### config.mk
export PLATFORM = sky130hd
export DESIGN_NAME = cpu_dram_cycle_ctrl
export DESIGN_NICKNAME = d
export VERILOG_FILES = /design/src/rtl/cpu_dram_pkg.sv /design/src/rtl/bus_cycle_decode.sv /design/src/rtl/dram_phase_fsm.sv /design/src/rtl/dram_addr_path.sv /design/src/rtl/cpu_dram_cycle_ctrl.sv
export SDC_FILE = /design/constraint.sdc
export NUM_CORES = 1
export LEC_CHECK = 0
export BUFFER_PORTS_ARGS = -buffer_cell sky130_fd_sc_hd__buf_2
export CAP_MARGIN = 20
export CORE_MARGIN = 4
export CORE_UTILIZATION = 44
export DETAILED_ROUTE_END_ITERATION = 6
export GPL_TIMING_DRIVEN = 1
export PLACE_DENSITY = 0.86
export SYNTH_ARGS = -nofsm -noshare
export SYNTH_HDL_FRONTEND = slang
export SYNTH_SLANG_ARGS = --single-unit
### constraint.sdc
create_clock -name clk -period 2.3 [get_ports clk]
set_clock_uncertainty 0.15 [all_clocks]
set_input_delay 0.345 -clock clk [delete_from_list [all_inputs] [get_ports clk]]
set_output_delay 0.345 -clock clk [all_outputs]
set_load 0.005 [all_outputs]
### src/rtl/cpu_dram_pkg.sv
package cpu_dram_pkg;

  // Bus cycle kinds, encoded as {mreq_n, seq}
  typedef enum logic [1:0] {
    CYC_N = 2'b00,
    CYC_S = 2'b01,
    CYC_I = 2'b10,
    CYC_C = 2'b11
  } cyc_kind_e;

  // DRAM sequencing phases
  typedef enum logic [1:0] {
    PH_IDLE = 2'd0,
    PH_PRE  = 2'd1,
    PH_ROW  = 2'd2,
    PH_COL  = 2'd3
  } dram_phase_e;

endpackage

### src/rtl/bus_cycle_decode.sv
module bus_cycle_decode
  import cpu_dram_pkg::*;
(
  input  logic      mreq_n,
  input  logic      seq,
  output cyc_kind_e kind,
  output logic      is_mem
);

  always_comb begin
    unique case ({mreq_n, seq})
      2'b00:   kind = CYC_N;
      2'b01:   kind = CYC_S;
      2'b10:   kind = CYC_I;
      default: kind = CYC_C;
    endcase
  end

  assign is_mem = (kind == CYC_N) || (kind == CYC_S);

endmodule

### src/rtl/dram_phase_fsm.sv
module dram_phase_fsm
  import cpu_dram_pkg::*;
(
  input  logic        clk,
  input  logic        rst_n,
  input  cyc_kind_e   kind,
  input  logic        is_mem,
  input  logic        row_hit,
  output dram_phase_e phase,
  output logic        accept,
  output logic        take
);

  dram_phase_e phase_nxt;
  logic        row_live;

  // A new announcement is sampled only in a clock that ends a bus cycle
  assign accept   = (phase == PH_IDLE) || (phase == PH_COL);
  assign row_live = (phase == PH_COL);
  assign take     = accept && is_mem;

  always_comb begin
    phase_nxt = phase;
    unique case (phase)
      PH_PRE: phase_nxt = PH_ROW;
      PH_ROW: phase_nxt = PH_COL;
      default: begin
        unique case (kind)
          CYC_N:   phase_nxt = row_live ? PH_PRE : PH_ROW;
          CYC_S: begin
            if (!row_live)    phase_nxt = PH_ROW;
            else if (row_hit) phase_nxt = PH_COL;
            else              phase_nxt = PH_PRE;
          end
          default: phase_nxt = PH_IDLE;
        endcase
      end
    endcase
  end

  always_ff @(posedge clk or negedge rst_n) begin
    if (!rst_n) phase <= PH_IDLE;
    else        phase <= phase_nxt;
  end

endmodule

### src/rtl/dram_addr_path.sv
module dram_addr_path
  import cpu_dram_pkg::*;
#(
  parameter int ADDR_W = 12,
  parameter int COL_W  = 6,
  parameter int DATA_W = 8,
  parameter int MUX_W  = 6
) (
  input  logic              clk,
  input  logic              rst_n,
  input  logic              take,
  input  dram_phase_e       phase,
  input  logic [ADDR_W-1:0] cpu_addr,
  input  logic              cpu_write,
  input  logic [DATA_W-1:0] cpu_wdata,
  input  logic [DATA_W-1:0] dram_dq_in,
  output logic              row_hit,
  output logic [MUX_W-1:0]  dram_addr,
  output logic              dram_we_n,
  output logic [DATA_W-1:0] dram_dq_out,
  output logic              dram_dq_oe,
  output logic [DATA_W-1:0] cpu_rdata,
  output logic              cpu_rdata_oe
);

  localparam int ROW_W = ADDR_W - COL_W;

  logic [ADDR_W-1:0] acc_addr;
  logic              acc_write;
  logic [DATA_W-1:0] acc_wdata;
  logic [ROW_W-1:0]  acc_row;
  logic [COL_W-1:0]  acc_col;
  logic              in_col;

  // Only memory cycles commit an address; internal and coprocessor
  // announcements never reach these registers.
  always_ff @(posedge clk or negedge rst_n) begin
    if (!rst_n) begin
      acc_addr  <= '0;
      acc_write <= 1'b0;
      acc_wdata <= '0;
    end else if (take) begin
      acc_addr  <= cpu_addr;
      acc_write <= cpu_write;
      acc_wdata <= cpu_wdata;
    end
  end

  assign acc_row = acc_addr[ADDR_W-1:COL_W];
  assign acc_col = acc_addr[COL_W-1:0];
  assign row_hit = (cpu_addr[ADDR_W-1:COL_W] == acc_row);
  assign in_col  = (phase == PH_COL);

  generate
    if (ROW_W >= COL_W) begin : g_row_wide
      always_comb begin
        unique case (phase)
          PH_ROW:  dram_addr = acc_row;
          PH_COL:  dram_addr = MUX_W'(acc_col);
          default: dram_addr = '0;
        endcase
      end
    end else begin : g_col_wide
      always_comb begin
        unique case (phase)
          PH_ROW:  dram_addr = MUX_W'(acc_row);
          PH_COL:  dram_addr = acc_col;
          default: dram_addr = '0;
        endcase
      end
    end
  endgenerate

  assign dram_we_n    = !(in_col && acc_write);
  assign dram_dq_oe   = in_col && acc_write;
  assign dram_dq_out  = dram_dq_oe ? acc_wdata : '0;
  assign cpu_rdata_oe = in_col && !acc_write;
  assign cpu_rdata    = cpu_rdata_oe ? dram_dq_in : '0;

endmodule

### src/rtl/cpu_dram_cycle_ctrl.sv
module cpu_dram_cycle_ctrl
  import cpu_dram_pkg::*;
#(
  parameter int ADDR_W = 12,
  parameter int COL_W  = 6,
  parameter int DATA_W = 8,
  localparam int ROW_W = ADDR_W - COL_W,
  localparam int MUX_W = (ROW_W > COL_W) ? ROW_W : COL_W
) (
  input  logic              clk,
  input  logic              rst_n,
  input  logic              mreq_n,
  input  logic              seq,
  input  logic [ADDR_W-1:0] cpu_addr,
  input  logic              cpu_write,
  input  logic [DATA_W-1:0] cpu_wdata,
  output logic [DATA_W-1:0] cpu_rdata,
  output logic              cpu_rdata_oe,
  output logic              cpu_wait,
  output logic              dram_ras_n,
  output logic              dram_cas_n,
  output logic              dram_we_n,
  output logic [MUX_W-1:0]  dram_addr,
  output logic [DATA_W-1:0] dram_dq_out,
  output logic              dram_dq_oe,
  input  logic [DATA_W-1:0] dram_dq_in
);

  cyc_kind_e   kind;
  logic        is_mem;
  logic        row_hit;
  logic        accept;
  logic        take;
  dram_phase_e phase;

  bus_cycle_decode u_decode (
    .mreq_n (mreq_n),
    .seq    (seq),
    .kind   (kind),
    .is_mem (is_mem)
  );

  dram_phase_fsm u_fsm (
    .clk     (clk),
    .rst_n   (rst_n),
    .kind    (kind),
    .is_mem  (is_mem),
    .row_hit (row_hit),
    .phase   (phase),
    .accept  (accept),
    .take    (take)
  );

  dram_addr_path #(
    .ADDR_W (ADDR_W),
    .COL_W  (COL_W),
    .DATA_W (DATA_W),
    .MUX_W  (MUX_W)
  ) u_path (
    .clk          (clk),
    .rst_n        (rst_n),
    .take         (take),
    .phase        (phase),
    .cpu_addr     (cpu_addr),
    .cpu_write    (cpu_write),
    .cpu_wdata    (cpu_wdata),
    .dram_dq_in   (dram_dq_in),
    .row_hit      (row_hit),
    .dram_addr    (dram_addr),
    .dram_we_n    (dram_we_n),
    .dram_dq_out  (dram_dq_out),
    .dram_dq_oe   (dram_dq_oe),
    .cpu_rdata    (cpu_rdata),
    .cpu_rdata_oe (cpu_rdata_oe)
  );

  assign cpu_wait   = !accept;
  assign dram_ras_n = !((phase == PH_ROW) || (phase == PH_COL));
  assign dram_cas_n = !(phase == PH_COL);

endmodule

==> flow_metrics.env <==
export IMPL_status="complete, no violations"
export IMPL_hp_start="cpu_wdata[7]"
export IMPL_hpwl_after_detailed_placement_mm=2.12
export IMPL_grt_first_pass_wirelength_mm=4.00
export IMPL_cap_viol_max_count=0
export IMPL_maxSlewHeadroom_pct=61.5
export IMPL_finalSetupViolCount=0
export IMPL_syn_num_nets=129
export IMPL_post_synth_inst_count=94
export IMPL_drtIter0Drc=16
export IMPL_powerDensity_nw_per_um2=1270
export IMPL_grt_use_met3_pct=3.27
export IMPL_synth_ff_type="dfrtp_1"
export IMPL_worst_setup_path_end_kind="output pin"
export IMPL_clock_sinks=23
export IMPL_worst_path_max_delay_cell="dfrtp_1"
export IMPL_wl_per_cell_microns=14.2
export IMPL_worstReg2RegStart="u_fsm.phase[0]$_DFF_PN0_"
export IMPL_synthesis_area_per_instance_sq_um=12.4
export IMPL_max_slew_violation_count=0
export IMPL_vdd_ir_drop_max_uv=756
export IMPL_first_global_vias=928
export IMPL_cts_buffers_inserted=3
export IMPL_criticalPathCategory="register to output pin"
export IMPL_clk_transition_reported_paths_ns=0.12
export IMPL_placed_area_sq_um=1470
export IMPL_setup_tns_ns=0
export IMPL_timing_rr_end="u_path.acc_addr[0]$_DFFE_PN0P_"
export IMPL_die_area_sq_um=3540
export IMPL_route_antenna_remaining_nets=0
export IMPL_finalHoldViolCount=0
export IMPL_period_needed_ns=2.10
export IMPL_cp_data_arrival_time_ns=1.61
export IMPL_synth_edf_count=0
export IMPL_drt_pass1_iter_count=4
export IMPL_fillers=222
export IMPL_groute_layer_met2_usage_pct=28.5
export IMPL_post_route_cells_drive_above_1_share_pct=57.1
export IMPL_grtUsageMet1_pct=15.7
export IMPL_synth_cell_type_count=22
export IMPL_clock_tree_root_cell="clkbuf_4"
export IMPL_p_leak_nw=0.793
export IMPL_cp_cell_sequence="ha_1 > inv_1 > nor2_2 > and2_1 > buf_2"
export IMPL_chipHeight_microns=59.5
export IMPL_crit_path_max_fanout=9
export IMPL_tritoncts="built"
export IMPL_wirelength_mm=2.61
export IMPL_port_buffers=60
export IMPL_cp_data_required_time_ns=1.80
export IMPL_cts_repair_resize_count=0
export IMPL_synth_seq_area_share_pct=49.3
export IMPL_grt_most_used_layer="met2"
export IMPL_synth_warning_count=0
export IMPL_cts_htree_levels=1
export IMPL_period_share_pct=91.5
export IMPL_dieWidth_microns=59.5
export IMPL_routed_via_count=936
export IMPL_detail_route_vias_per_cell=5.09
export IMPL_area_delta_synth_final_pct=28.7
export IMPL_path_depth_of_the_worst_reg2reg_path=5
export IMPL_antenna_cells=0
export IMPL_rsz_0062_raised_after_global_routing="false"
export IMPL_synth_seq_cells=23
export IMPL_initial_utilization_pct=46.7
export IMPL_timing_worst_slew_pin_value_ns=0.576
export IMPL_worst_case_hold_path_end_point="u_path.acc_wdata[7]$_DFFE_PN0P_"
export IMPL_gr_usage_all_layers_pct=15.0
export IMPL_reg2reg_slack_ns=0.36
export IMPL_worstHoldPathType="input port to register"
export IMPL_maximum_number_of_pins_on_one_net_before_global_route_repair=24
export IMPL_cp_slowest_stage_delay_ns=0.37
export IMPL_initial_antenna_violation_count=0
export IMPL_post_synth_instance_area_sq_um=1170
export IMPL_setup_worst_path_start_class="register"
export IMPL_cts_buffer_depth=2
export IMPL_floorplan_rows=18
export IMPL_gpl_final_weighted_congestion=0.821
export IMPL_whs_path_depth=2
export IMPL_fmaxAchievable_mhz=475
export IMPL_post_route_cell_area_sq_um=1500
export IMPL_drc_errors=0
export IMPL_core_area_sq_um=2500
export IMPL_grt_overflow_total=0
export IMPL_ys_async_sr_fraction_pct=100
export IMPL_clock_insertion_delay_worst_skew_ns=0.30
export IMPL_finalNetCount=190
export IMPL_io_pin_count=61
flip-flops by register name (all words and copies together), names as in the netlist:
register          count
u_path.acc_addr      12
u_path.acc_write      1
u_path.acc_wdata      8
u_fsm.phase           2
worst max-delay path, delay by kind of cell, from the launching register on:
family                     cells  cell delay [ns]
adders and majority gates      1             0.31
DFF                            1             0.37
buffers and inverters          2             0.21
and+or+nand+nor                2             0.41
synth_stat cells (2+ instances only):
library cell | n | area share, %
a22o_1 | 6 | 4.5
and2_1 | 8 | 4.3
and3_1 | 8 | 4.3
buf_2 | 2 | 0.86
buf_8 | 2 | 2.6
clkbuf_1 | 2 | 0.64
dfrtp_1 | 23 | 49
ha_1 | 2 | 2.1
inv_1 | 3 | 0.96
mux2_2 | 20 | 19
nand2_1 | 2 | 0.64
xnor2_1 | 6 | 4.5
cells by family (layout without fill, tap and decap cells):
kind of cell | Yosys count | after routing | share of synthesized area, %
muxes | 21 | 21 | 20.2
adders and majority gates | 2 | 2 | 2.14
DFF | 23 | 23 | 49.3
xor gates and xnor gates | 6 | 6 | 4.50
and+or+nand+nor | 24 | 24 | 12.5
buffers and inverters | 10 | 70 | 5.35
AOI/OAI and AO/OA | 8 | 8 | 6.00
layout make-up:
| class | instances | area, sq um | share of cell area (%) |
|---|---|---|---|
| clock buffer | 3 | 22.5 | 1.50 |
| multi-input combinational | 61 | 531 | 35.3 |
| timing repair buffer | 62 | 318 | 21.1 |
| sequential | 23 | 576 | 38.3 |
| clock inverter | 1 | 5.00 | 0.333 |
| inverter | 4 | 15.0 | 0.998 |
| tap | 30 | 37.5 | 2.50 |
report_power, final:
part	switching, mW	internal, mW	total, mW
clock network	0.115	0.0648	0.180
registers	0.148	0.612	0.760
logic	0.414	0.550	0.964
total	0.677	1.23	1.90
layer usage:
layer / vias up / share of wire (%)
met4: 0 / 0.58
met3: 2 / 9.9
li1: 446 / -
met5: - / 0
met2: 42 / 53
met1: 446 / 36
how the worst max path moves through the flow:
| stage | depth (start not counted) | startpoint | endpoint |
|---|---|---|---|
| global route | 5 | u_fsm.phase[1]$_DFF_PN0_ | cpu_rdata[3] |
| finish | 5 | u_fsm.phase[1]$_DFF_PN0_ | cpu_rdata[2] |
| floorplan | 5 | u_fsm.phase[1]$_DFF_PN0_ | u_path.acc_addr[10]$_DFFE_PN0P_ |
| global placement | 4 | u_fsm.phase[1]$_DFF_PN0_ | u_path.acc_addr[2]$_DFFE_PN0P_ |
| detailed placement | 5 | u_fsm.phase[0]$_DFF_PN0_ | u_path.acc_wdata[3]$_DFFE_PN0P_ |
| CTS | 5 | u_fsm.phase[0]$_DFF_PN0_ | cpu_rdata[2] |
stage by stage:
step / setup slack [ns] / power, mW / util [%] / std cells / hold slack (ns)
floorplan: 0.678 / 1.43 / - / 94 / -0.101
global placement: 0.445 / 1.69 / 58.7 / 179 / 0.179
detailed placement: 0.360 / 1.75 / 58.7 / 179 / 0.192
CTS: 0.174 / 1.93 / 60.2 / 184 / 0.104
global route: 0.0319 / 2.05 / 60.2 / 184 / 0.0940
finish: 0.197 / 1.90 / 60.2 / 184 / 0.107
repair_timing:
item	4_1_cts	5_1_grt
hold buffers	1	0
hold endpoints to repair	23	0
buffers inserted	0	0
cells in the final DEF (no fill, tap or decap):
cell type	n
a22o_1	6
and2_1	8
and3_1	8
buf_2	60
buf_4	1
clkbuf_4	3
clkinv_2	1
dfrtp_1	23
dlygate4sd3_1	1
ha_1	2
inv_1	3
inv_2	1
mux2_1	1
mux2_2	20
nand2_1	2
nand3_1	1
nand4_1	1
nor2_1	1
nor2_2	1
nor2_4	1
nor2b_1	1
o221ai_1	1
o2bb2ai_1	1
xnor2_1	6
Power figures use the tool's default switching activity.
